## config.mk

```make
export PLATFORM = sky130hd
export DESIGN_NAME = cring_producer
export DESIGN_NICKNAME = d
export VERILOG_FILES = /design/src/rtl/cring_pkg.sv /design/src/rtl/cring_admit.sv /design/src/rtl/cring_ptr.sv /design/src/rtl/cring_addr.sv /design/src/rtl/cring_producer.sv
export SDC_FILE = /design/constraint.sdc
export NUM_CORES = 1
export LEC_CHECK = 0
export BUFFER_PORTS_ARGS = -buffer_cell sky130_fd_sc_hd__buf_2
export CORE_MARGIN = 5
export CORE_UTILIZATION = 47
export DETAILED_ROUTE_END_ITERATION = 10
export HOLD_SLACK_MARGIN = 0.03
export PLACE_DENSITY = 0.88
export SLEW_MARGIN = 20
export SYNTH_ARGS = -nofsm -noshare
export SYNTH_HDL_FRONTEND = slang
export SYNTH_SLANG_ARGS = --single-unit
```

## constraint.sdc

```tcl
create_clock -name clk -period 3.8 [get_ports clk]
set_input_delay 0.95 -clock clk [delete_from_list [all_inputs] [get_ports clk]]
set_output_delay 0.95 -clock clk [all_outputs]
set_load 0.1 [all_outputs]
```

## src/rtl/cring_pkg.sv

```systemverilog
package cring_pkg;
  localparam int ADDR_W   = 64;
  localparam int BASE_W   = ADDR_W - 6;
  localparam int PORT_W   = 3;

  typedef enum logic [1:0] {
    ERR_NONE = 2'd0,
    ERR_CIDX = 2'd1,
    ERR_DESC = 2'd2,
    ERR_FULL = 2'd3
  } cring_err_e;
endpackage

```

## src/rtl/cring_admit.sv

```systemverilog
module cring_admit #(
  parameter int PIDX_W = 16,
  parameter int PORT_W = 3
) (
  input  logic              ctx_valid,
  input  logic [PORT_W-1:0] ctx_port,
  input  logic [PORT_W-1:0] ev_port,
  input  logic [PIDX_W-1:0] pidx,
  input  logic [PIDX_W-1:0] ring_size,
  input  logic [PIDX_W-1:0] cidx,
  output logic              port_bad,
  output logic              ring_full,
  output logic              wrap,
  output logic [PIDX_W-1:0] pidx_nxt
);
  localparam logic [PIDX_W-1:0] ONE = PIDX_W'(1);

  always_comb begin
    wrap      = (pidx == (ring_size - ONE));
    pidx_nxt  = wrap ? '0 : (pidx + ONE);
    ring_full = (pidx_nxt == cidx);
    port_bad  = !ctx_valid || (ev_port != ctx_port);
  end
endmodule

```

## src/rtl/cring_ptr.sv

```systemverilog
module cring_ptr #(
  parameter int PIDX_W = 16
) (
  input  logic              clk,
  input  logic              rst_n,
  input  logic              load,
  input  logic              color_init,
  input  logic              advance,
  input  logic              wrap,
  input  logic [PIDX_W-1:0] pidx_nxt,
  output logic [PIDX_W-1:0] pidx,
  output logic              color
);
  logic [PIDX_W-1:0] pidx_d;
  logic              color_d;
  logic              en;

  always_comb begin
    en      = load || advance;
    pidx_d  = load ? '0 : pidx_nxt;
    color_d = load ? color_init : (wrap ? !color : color);
  end

  always_ff @(posedge clk or negedge rst_n) begin
    if (!rst_n) begin
      pidx  <= '0;
      color <= 1'b0;
    end else if (en) begin
      pidx  <= pidx_d;
      color <= color_d;
    end
  end
endmodule

```

## src/rtl/cring_addr.sv

```systemverilog
module cring_addr #(
  parameter int PIDX_W = 16,
  parameter int ADDR_W = 64
) (
  input  logic [ADDR_W-7:0] base,
  input  logic [1:0]        esz,
  input  logic [PIDX_W-1:0] pidx,
  output logic [ADDR_W-1:0] addr
);
  logic [ADDR_W-1:0] idx_ext;
  logic [ADDR_W-1:0] offs;

  always_comb begin
    idx_ext = ADDR_W'(pidx);
    offs    = idx_ext << (3 + esz);
    addr    = {base, 6'b0} + offs;
  end
endmodule

```

## src/rtl/cring_producer.sv

```systemverilog
module cring_producer
  import cring_pkg::*;
#(
  parameter int PIDX_W = 16,
  parameter int DW     = 64
) (
  input  logic              clk,
  input  logic              rst_n,
  input  logic              ctx_load,
  input  logic              ctx_color_init,
  input  logic              ctx_valid,
  input  logic [2:0]        ctx_port,
  input  logic              ctx_ovf_off,
  input  logic [1:0]        ctx_esz,
  input  logic [57:0]       ctx_base,
  input  logic [PIDX_W-1:0] ring_size,
  input  logic [PIDX_W-1:0] cidx,
  input  logic              ev_valid,
  output logic              ev_ready,
  input  logic [2:0]        ev_port,
  input  logic [DW-1:0]     ev_data,
  output logic              wr_req,
  output logic [63:0]       wr_addr,
  output logic [DW-1:0]     wr_data,
  output logic              wr_color,
  input  logic              wr_ack,
  output logic [PIDX_W-1:0] pidx,
  output logic              color,
  output logic [1:0]        err_code,
  output logic              port_err
);
  logic              port_bad, ring_full, wrap;
  logic [PIDX_W-1:0] pidx_nxt;
  logic [ADDR_W-1:0] slot_addr;
  logic              accept, blocked, take, advance;
  logic              req_d, perr_d;
  logic [1:0]        err_d;

  cring_admit #(.PIDX_W(PIDX_W), .PORT_W(PORT_W)) u_admit (
    .ctx_valid (ctx_valid),
    .ctx_port  (ctx_port),
    .ev_port   (ev_port),
    .pidx      (pidx),
    .ring_size (ring_size),
    .cidx      (cidx),
    .port_bad  (port_bad),
    .ring_full (ring_full),
    .wrap      (wrap),
    .pidx_nxt  (pidx_nxt)
  );

  cring_addr #(.PIDX_W(PIDX_W), .ADDR_W(ADDR_W)) u_addr (
    .base (ctx_base),
    .esz  (ctx_esz),
    .pidx (pidx),
    .addr (slot_addr)
  );

  cring_ptr #(.PIDX_W(PIDX_W)) u_ptr (
    .clk        (clk),
    .rst_n      (rst_n),
    .load       (ctx_load),
    .color_init (ctx_color_init),
    .advance    (advance),
    .wrap       (wrap),
    .pidx_nxt   (pidx_nxt),
    .pidx       (pidx),
    .color      (color)
  );

  // Screening order: port/validity first, then full ring, then write.
  always_comb begin
    ev_ready = !wr_req && !ctx_load;
    accept   = ev_valid && ev_ready;
    blocked  = ring_full && !ctx_ovf_off;
    take     = accept && !port_bad && !blocked;
    advance  = wr_req && wr_ack && !ctx_load;
    req_d    = wr_req;
    err_d    = err_code;
    perr_d   = port_err;
    if (ctx_load) begin
      req_d  = 1'b0;
      err_d  = ERR_NONE;
      perr_d = 1'b0;
    end else begin
      if (advance) req_d = 1'b0;
      if (accept) begin
        if (port_bad)     perr_d = 1'b1;
        else if (blocked) err_d  = ERR_FULL;
        else              req_d  = 1'b1;
      end
    end
  end

  always_ff @(posedge clk or negedge rst_n) begin
    if (!rst_n) begin
      wr_req   <= 1'b0;
      err_code <= ERR_NONE;
      port_err <= 1'b0;
    end else begin
      wr_req   <= req_d;
      err_code <= err_d;
      port_err <= perr_d;
    end
  end

  always_ff @(posedge clk or negedge rst_n) begin
    if (!rst_n) begin
      wr_addr  <= '0;
      wr_data  <= '0;
      wr_color <= 1'b0;
    end else if (take) begin
      wr_addr  <= slot_addr;
      wr_data  <= ev_data;
      wr_color <= color;
    end
  end
endmodule

```

==> results of run 1 <==
-- layout make-up --
cell class | count | area, um^2
clock buffer | 18 | 439
clock inverter | 14 | 136
fill | 1431 | 6430
inverter | 26 | 105
multi-input combinational | 645 | 5690
sequential | 149 | 3730
tap | 270 | 338
timing repair buffer | 470 | 3240
-- layout by cell type, fill, tap and decap left out, types with 9 or more instances in the layout --
| cell | count |
|---|---|
| and2_1 | 9 |
| buf_2 | 315 |
| a21o_1 | 11 |
| mux2_2 | 35 |
| nand3_1 | 22 |
| dfrtp_1 | 147 |
| mux2i_1 | 13 |
| buf_12 | 11 |
| inv_1 | 21 |
| buf_4 | 108 |
| ha_1 | 17 |
| xor2_1 | 27 |
| xnor2_1 | 68 |
| buf_6 | 16 |
| nor2_1 | 39 |
| nor3_1 | 20 |
| and3_1 | 24 |
| and4_1 | 13 |
| nand2_1 | 32 |
| mux2_4 | 94 |
| a21oi_1 | 28 |
| o21ai_0 | 24 |
| clkbuf_16 | 25 |
| nand4_1 | 27 |
-- how the worst max path moves through the flow --
stage	from	end	slack, ns	cells after the start
3_3_place_gp	ctx_esz[0]	wr_addr[50]$_DFFE_PN0P_	-0.76	21
2_1_floorplan	ctx_esz[0]	wr_addr[31]$_DFFE_PN0P_	-1.04	21
5_1_grt	ctx_esz[0]	wr_addr[50]$_DFFE_PN0P_	-0.48	20
6_report	ring_size[0]	wr_addr[12]$_DFFE_PN0P_	-0.42	16
3_5_place_dp	ctx_esz[0]	wr_addr[63]$_DFFE_PN0P_	-0.87	17
4_1_cts	ctx_esz[1]	wr_addr[50]$_DFFE_PN0P_	-0.29	21
-- repair_timing --
action                     CTS  global route
gates cloned                 3             8
setup endpoints to repair  129           131
buffers inserted            19            10
gates resized for setup     50            48
pin swaps                   20            27
-- through the flow --
| stage | cell area (um^2) | setup WS [ns] | hold slack [ns] |
|---|---|---|---|
| after CTS | 13200 | -0.291 | 0.504 |
| after global placement | 12200 | -0.764 | 0.482 |
| after floorplan | 9750 | -1.04 | 0.654 |
| final | 13700 | -0.416 | 0.504 |
| after global routing | 13700 | -0.479 | 0.522 |
| after detailed placement | 12200 | -0.866 | 0.488 |
-- worst max-delay path, cell delays in order --
cell	delay [ns]
buf_8	0.10
or4_4	0.57
buf_4	0.17
o41ai_2	0.35
o211ai_2	0.14
o211ai_2	0.13
a211oi_4	0.11
buf_6	0.15
buf_6	0.10
or3_1	0.36
o2111a_1	0.16
a311o_2	0.42
buf_12	0.15
buf_12	0.15
clkbuf_16	0.18
mux2_4	0.29
-- flip-flops by register name, indices dropped and copies added (netlist names) --
signal and count:
wr_data 64, u_ptr.color 1, wr_addr 64, u_ptr.pidx 16, port_err 1, wr_color 1
err_code 1, wr_req 1
-- layer usage --
metal | share of wire, % | vias to the layer above | global-route usage, %
li1 | - | 4026 | -
met1 | 38 | 4441 | 31.6
met2 | 50 | 508 | 44.9
met3 | 8.6 | 98 | 6.22
met4 | 3.6 | 0 | 9.42
met5 | 0 | - | 0
-- logic make-up after synthesis --
group	Yosys count	synth area share (%)
simple gates	249	14.5
flops	149	39.1
mux	148	20.8
compound gates	130	9.08
xor+xnor	97	8.91
buf+inv	77	4.81
fa+ha+maj	21	2.83
-- power groups by stage --
stage	Combinational (mW)	Sequential (mW)	Clock (mW)
after floorplan	0.718	5.02	0
after global placement	4.31	2.20	0
after detailed placement	4.36	2.22	0
after CTS	4.39	2.21	1.68
after global routing	4.55	2.26	1.77
final	4.43	2.22	1.66
==> metrics.txt, run 1 <==
Worst Tran Pin Value=0.730 ns; violations in the final reports=setup timing; Tot Pwr=8.31 mW; gr usage total=26.0%; number of placed cells counting well taps=1520; area leader, netlist=dfrtp_1; layout cells sized above 1=53.3%; Skew-Pair Late Insertion Delay=0.43 ns; CTS tree=built; PortBufs=320; Worst setup SP type=input pin; first-pass GRT wire length=49300 um; ANT nets after route=0; Comb pwr share=53.3%; gr ovfl total=0; most frequent cells after synthesis=dfrtp_1 (149), mux2_4 (91), xnor2_1 (69); Worst R2R End=wr_addr[12]$_DFFE_PN0P_; R2R depth=14; fin crit share=111%; final setup margin=-0.416 ns; switching power=4.52 mW; Critical Path AT=4.52 ns; Setup Crit Path Kind=input pin to register; H-tree depth=4; Reg power frac=26.7%; Final Hold Fails=0; FMAX=0.237 GHz; share of the synthesized area in the top cell type=39.1%; num rows=52; DP Wirelength=23100 um; die area=23200 um^2; core area=20100 um^2; Die Y=152 um; most frequent cell after synthesis=dfrtp_1; vias per cell=5.70; Clk pin slew, worst setup/hold paths=0.07 ns; Die W=152 um; CTS buffer count=17; syn avg cell area=11.0 um^2; Main synth FF type=dfrtp_1; diode count=0; via count=9073; Cells after Synth=871; CP Capture Type=register; DRT Pass-1 Iters=5; syn_nets=1062; clock buffer depth=2; asr flop ratio synth=100%; starting density of the core=47.4%; Internal Power=3.79 mW; Unique masters post-synth=68; peak supply drop=0.544 mV; Layout Nets=1500; total wire length=32800 um; hold path cells=1; sequential-to-total area share from yosys stat=39.1%; # hold bufs at CTS=0; Hold Path Sink=wr_data[30]$_DFFE_PN0P_; Synth-to-Final Area Change=43.4%; FF+latch count, synth=149; post-layout min period=4.22 ns; Post-Route Skew=0.0164 ns; Post-Syn Area=9540 um^2; RD Place Congestion=0.945; reg2reg start=u_ptr.pidx[0]$_DFFE_PN0P_; Slew headroom=51.4%; clock network fraction of total power=20.0%; routed len/inst=20.6 um; Max Cap Viol=0; clk sinks=149; IO Pins=321; Leak=7.13 nW; outcome=complete, but fails checks; synth top area cells=dfrtp_1 (39%), mux2_4 (14%), xnor2_1 (6.3%); CP max FO=8; power density cells=608 nW/um^2; reg2reg setup slack=0.03 ns; RSZ-0062 raised after global routing=yes; vias in the first global route=9316; Syn. warnings=0; initial antenna violation count=0; Sw Share=54.4%; Root Buffer=clkbuf_16; EDFF count, synth=0; Slew Viols, Final=0; Layout Utilization=68.0%; Starting DRT DRC Count=785; Final TNS setup=-46.93 ns; largest net degree at the start of global routing=77; required time worst endpoint=4.10 ns; Hold Startpoint=wr_data[30]$_DFFE_PN0P_; Final Setup Violations=130; non-filler instance count after layout=1592; DRC violations left=0; type of the tightest min-delay check=register to register
No activity file was read; power rests on OpenSTA's default activity.
==> run 2: changes to the inputs <==
==> constraint.sdc (replaced) <==
create_clock -name clk -period 3.8 [get_ports clk]
set_input_delay 0.95 -clock clk [delete_from_list [all_inputs] [get_ports clk]]
set_output_delay 0.95 -clock clk [all_outputs]
set_load 0.02 [all_outputs]
==> metrics.txt, run 2 (synthesized netlist as in run 1, its figures left out) <==
outcome=complete, but fails checks (unchanged); violations in the final reports=setup timing (unchanged); Clk pin slew, worst setup/hold paths=0.08 ns (was 0.07 ns); Max Cap Viol=0 (unchanged); DP Worst Slack=-0.948 ns (was -0.866 ns); peak supply drop=0.325 mV (was 0.544 mV); first-pass GRT wire length=51100 um (was 49300 um); FMAX=0.242 GHz (was 0.237 GHz); die area=23200 um^2 (unchanged); Layout fillers=1356 (was 1431); PortBufs=320 (unchanged); fin crit share=109% (was 111%); clock buffer depth=2 (unchanged); num rows=52 (unchanged); vias per cell=5.65 (was 5.70); ANT nets after route=0 (unchanged); core area=20100 um^2 (unchanged); clk sinks=149 (unchanged); Tot Pwr=6.19 mW (was 8.31 mW); CP max FO=7 (was 8); DRC violations left=0 (unchanged); Slew Viols, Final=0 (unchanged); DP Wirelength=23000 um (was 23100 um); total wire length=33200 um (was 32800 um); type of the tightest min-delay check=input pin to async pin (was register to register); Starting DRT DRC Count=655 (was 785); largest net degree at the start of global routing=76 (was 77); Synth-to-Final Area Change=45.3% (was 43.4%); Final Setup Violations=129 (was 130); RSZ-0062 raised after global routing=yes (unchanged); power density cells=446 nW/um^2 (was 608 nW/um^2); Layout Nets=1505 (was 1500); R2R depth=13 (was 14); post-layout min period=4.14 ns (was 4.22 ns); Worst setup SP type=input pin (unchanged); gr usage total=27.1% (was 26.0%); starting density of the core=47.4% (unchanged); Final Hold Fails=0 (unchanged); via count=9033 (was 9073); Critical Path AT=4.44 ns (was 4.52 ns); most frequent cells in the layout=buf_2 (315), dfrtp_1 (149), mux2_4 (124) (was buf_2 (315), dfrtp_1 (147), buf_4 (108)); CTS buffer count=17 (unchanged); Root Buffer=clkbuf_16 (unchanged); Leak=7.31 nW (was 7.13 nW); Worst Tran Pin Value=1.06 ns (was 0.730 ns); gr ovfl total=0 (unchanged); H-tree depth=4 (unchanged); Post-Route Skew=0.0147 ns (was 0.0164 ns); biggest regs=wr_addr (64), wr_data (64), u_ptr.pidx (16) (unchanged); required time worst endpoint=4.11 ns (was 4.10 ns); vias in the first global route=9480 (was 9316); CP Capture Type=register (unchanged); crit path launch=ctx_esz[0] (was ring_size[0]); final setup margin=-0.337 ns (was -0.416 ns); initial antenna violation count=2 (was 0); RD Place Congestion=0.965 (was 0.945); CTS tree=built (unchanged); commonest non-fill, non-tap cell in the layout=buf_2 (unchanged); IO Pins=321 (unchanged); reg2reg start=u_ptr.pidx[0]$_DFFE_PN0P_ (unchanged); Slew headroom=28.5% (was 51.4%); Skew-Pair Late Insertion Delay=0.43 ns (about the same); Die W=152 um (unchanged); Setup Crit Path Kind=input pin to register (unchanged); DRT Pass-1 Iters=6 (was 5); routed len/inst=20.7 um (was 20.6 um); Die Y=152 um (unchanged); layout cells sized above 1=53.7% (was 53.3%)
[run 2: repair_timing]
item                       in CTS  in global routing
pin swaps                      29                 26
buffers inserted               27                  5
resized for setup              88                 50
gates cloned                    5                  2
setup endpoints to repair     129                130
hold buffers                    0                  0
[run 2: routing by layer]
layer / GRT usage [%] / wire length [um] / share of wire [%] / up-vias
met3: 6.65 / 2670 / 8.0 / 102
met5: 0 / 13 / 0.039 / -
met1: 33.1 / 12900 / 39 / 4384
met2: 46.6 / 16300 / 49 / 494
met4: 9.76 / 1200 / 3.6 / 2
li1: - / - / - / 4051
[run 2: report_power, final]
group          total, mW  switching [mW]  internal [mW]  leakage, nW
Clock               1.86           0.790           1.07        0.304
Combinational       2.11            1.11          0.993         5.09
Sequential          2.22           0.253           1.97         1.92
[run 2: path summary, 6_finish.rpt]
path	to	slack, ns
worst max-delay path	wr_addr[63]$_DFFE_PN0P_	-0.34
min in group clk	wr_color$_DFFE_PN0P_	0.51
worst max register to register	wr_addr[31]$_DFFE_PN0P_	0.11
worst min-delay path	wr_addr[47]$_DFFE_PN0P_	0.47
max in group asynchronous	wr_data[50]$_DFFE_PN0P_	2.54
worst min register to register	wr_color$_DFFE_PN0P_	0.51
[run 2: worst max-delay path: stages]
cell and delay, ns:
buf_8 0.08, inv_6 0.03, ha_4 0.31, mux2_4 0.33
nor2_4 0.08, a21oi_2 0.04, mux2i_1 0.20, inv_1 0.07
ha_1 0.30, a21o_1 0.16, a21o_1 0.19, a2111oi_4 0.31
o21bai_1 0.14, a211o_1 0.32, a41o_4 0.30, buf_12 0.16
nand4_1 0.10, xnor2_1 0.08, mux2_4 0.28
[run 2: layout make-up]
type,count,area [um^2],share of cell area (%)
Antenna cell,1,2.50,0.0181
Timing Repair Buffer,474,3110,22.5
Clock inverter,15,203,1.46
Clock buffer,17,425,3.07
Sequential cell,149,3730,26.9
Multi-Input combinational cell,646,5950,42.9
Tap cell,270,338,2.44
Inverter,26,103,0.740
[run 2: stage by stage]
stage / cells / TNS, ns / utilization (%) / hold WS [ns] / area (um^2)
after detailed placement: 1528 / -96.36 / 61.1 / 0.486 / 12300
after CTS: 1592 / -24.21 / 67.5 / 0.472 / 13600
after global routing: 1598 / -47.18 / 68.9 / 0.480 / 13900
after global placement: 1528 / -88.22 / 61.1 / 0.482 / 12300
final: 1598 / -34.66 / 68.9 / 0.470 / 13900
after floorplan: 871 / -62.26 / - / 0.606 / 9760
==> run 3: changes to the inputs <==
--- a/config.mk
+++ b/config.mk
@@ -5,7 +5,7 @@
 export SDC_FILE = /design/constraint.sdc
 export NUM_CORES = 1
 export LEC_CHECK = 0
-export BUFFER_PORTS_ARGS = -buffer_cell sky130_fd_sc_hd__buf_2
+export BUFFER_PORTS_ARGS = -buffer_cell sky130_fd_sc_hd__buf_4
 export CORE_MARGIN = 5
 export CORE_UTILIZATION = 47
 export DETAILED_ROUTE_END_ITERATION = 10
==> metrics.txt, run 3 (synthesized netlist as in run 1, its figures left out) <==
routed len/inst=20.8 um (was 20.7 um); required time worst endpoint=4.10 ns (was 4.11 ns); Worst path max stage delay=0.38 ns (was 0.33 ns); CP max FO=6 (was 7); gr usage total=26.4% (was 27.1%); outcome=complete, but fails checks (unchanged); ANT nets after route=0 (unchanged); reg2reg start=u_ptr.pidx[6]$_DFFE_PN0P_ (was u_ptr.pidx[0]$_DFFE_PN0P_); CTS tree=built (unchanged); starting density of the core=47.4% (unchanged); DP Worst Slack=-0.870 ns (was -0.948 ns); H-tree depth=4 (unchanged); diode count=0 (was 1); CP Capture Type=register (unchanged); DP Wirelength=23700 um (was 23000 um); Crit-path slowest cell=fa_2 (was mux2_4); peak supply drop=0.312 mV (was 0.325 mV); Setup Crit Path Kind=input pin to register (unchanged); total wire length=33300 um (was 33200 um); Max Cap Viol=0 (unchanged); commonest non-fill, non-tap cell in the layout=buf_4 (was buf_2); RD Place Congestion=0.991 (was 0.965); Starting DRT DRC Count=702 (was 655); R2R depth=13 (unchanged); die area=23200 um^2 (unchanged); Slew Viols, Final=0 (unchanged); gr ovfl total=0 (unchanged); Worst setup SP type=input pin (unchanged); FMAX=0.240 GHz (was 0.242 GHz); reg2reg setup slack=0.07 ns (was 0.11 ns); most frequent CP cell=buf_6; power density cells=434 nW/um^2 (was 446 nW/um^2); Worst Tran Pin Value=0.638 ns (was 1.06 ns); Layout fillers=1340 (was 1356); Slew headroom=57.5% (was 28.5%); final setup margin=-0.361 ns (was -0.337 ns); Root Buffer=clkbuf_16 (unchanged); most frequent cells in the layout=buf_4 (423), dfrtp_1 (149), mux2_4 (99) (was buf_2 (315), dfrtp_1 (149), mux2_4 (124)); Post-Route Skew=0.0119 ns (was 0.0147 ns); IO Pins=321 (unchanged); PortBufs=320 (unchanged); Worst R2R End=wr_data[62]$_DFFE_PN0P_ (was wr_addr[31]$_DFFE_PN0P_); violations in the final reports=setup timing (unchanged); Final Hold Fails=0 (unchanged); CTS buffer count=17 (unchanged); clock buffer depth=2 (unchanged); DRC violations left=0 (unchanged); post-layout min period=4.16 ns (was 4.14 ns); vias in the first global route=9261 (was 9480); core area=20100 um^2 (unchanged); vias per cell=5.64 (was 5.65); RSZ-0062 raised after global routing=yes (unchanged); largest net degree at the start of global routing=69 (was 76); Synth-to-Final Area Change=52.2% (was 45.3%); Layout Utilization=72.2% (was 68.9%); via count=9015 (was 9033); Final Setup Violations=130 (was 129); layout cells sized above 1=52.5% (was 53.7%); Layout Nets=1507 (was 1505); Die Y=152 um (unchanged); clk sinks=149 (unchanged); biggest regs=wr_addr (64), wr_data (64), u_ptr.pidx (16) (unchanged); fin crit share=110% (was 109%); DRT Pass-1 Iters=5 (was 6); sum of buffers and inverters on the critical path=6 (was 4); type of the tightest min-delay check=input pin to async pin (unchanged); Worst path top cell family by delay=compound AO/OA/AOI/OAI gates (unchanged); Leak=7.42 nW (was 7.31 nW); initial antenna violation count=0 (was 2); Critical Path AT=4.47 ns (was 4.44 ns); Clk pin slew, worst setup/hold paths=0.07 ns (was 0.08 ns); Skew-Pair Late Insertion Delay=0.42 ns (was 0.43 ns); num rows=52 (unchanged); cell chain of the critical path=buf_8, inv_6, ha_4, buf_6, mux2i_1, o21ai_2, nor2_1, a21oi_1, ha_2, inv_2, fa_2, nor2b_4, o2111ai_2, a31oi_2, a211oi_2, o21bai_1, a21o_1, buf_6, buf_16, nand3_4, xnor2_2, mux2_4 (was buf_8, inv_6, ha_4, mux2_4, nor2_4, a21oi_2, mux2i_1, inv_1, ha_1, a21o_1, a21o_1, a2111oi_4, o21bai_1, a211o_1, a41o_4, buf_12, nand4_1, xnor2_1, mux2_4); Fin Hold WS=0.508 ns (was 0.470 ns); Die W=152 um (unchanged); first-pass GRT wire length=49700 um (was 51100 um); Tot Pwr=6.30 mW (was 6.19 mW)
-- run 3: changes by cell type in the layout (fill, tap and decap cells not counted), moves of 5 or more --
cell / delta
clkbuf_16: +8
nand3_1: +5
buf_2: -315
mux2_2: +25
buf_6: +9
buf_4: +300
mux2_4: -25
-- run 3: how the worst max path moves through the flow --
stage,from,to,slack (ns),cells after the start
2_1_floorplan,ctx_esz[0],wr_addr[31]$_DFFE_PN0P_,-1.04,21
3_3_place_gp,ctx_esz[0],wr_addr[53]$_DFFE_PN0P_,-0.77,19
3_5_place_dp,ctx_esz[0],wr_addr[49]$_DFFE_PN0P_,-0.87,19
4_1_cts,ring_size[1],wr_addr[41]$_DFFE_PN0P_,-0.23,12
5_1_grt,ctx_esz[0],wr_addr[32]$_DFFE_PN0P_,-0.46,22
6_report,ctx_esz[0],wr_addr[32]$_DFFE_PN0P_,-0.36,22
-- run 3: cell type report --
cell class | instances | area, um^2 | area share (%)
clock buffers | 17 | 425 | 2.93
clock inverters | 15 | 180 | 1.24
inverters | 26 | 105 | 0.724
multi-input cells | 645 | 5640 | 38.8
flip-flops and latches | 149 | 3730 | 25.7
well taps | 270 | 338 | 2.33
repair buffers | 477 | 4100 | 28.3
-- run 3: report_power, final --
part | switching, mW | total (mW) | internal (mW)
combinational | 1.10 | 2.32 | 1.22
clock | 0.788 | 1.73 | 0.946
sequential | 0.270 | 2.24 | 1.97
total | 2.16 | 6.30 | 4.13
-- run 3: timing repair --
| action | 4_1_cts | 5_1_grt |
|---|---|---|
| resized for setup | 57 | 36 |
| hold buffers | 0 | 0 |
| cloned | 2 | 11 |
| pin swaps | 14 | 22 |
| hold endpoints to repair | 0 | 0 |
| setup buffers | 20 | 8 |
| endpoints found under the setup margin | 130 | 130 |
-- run 3: metrics by stage --
stage                     TNS, ns  cells  instance area (um^2)
after floorplan            -62.26    871                  9760
after global placement     -87.28   1527                 13100
after detailed placement   -92.48   1527                 13100
after CTS                  -24.18   1581                 14100
after global routing       -51.15   1599                 14500
final                      -38.32   1599                 14500
-- run 3: routing by layer --
layer  share of wire [%]  global-route usage [%]
met1                  39                    32.2
met2                  49                    44.6
met3                 7.4                    6.50
met4                 4.0                    11.3
met5                   0                       0
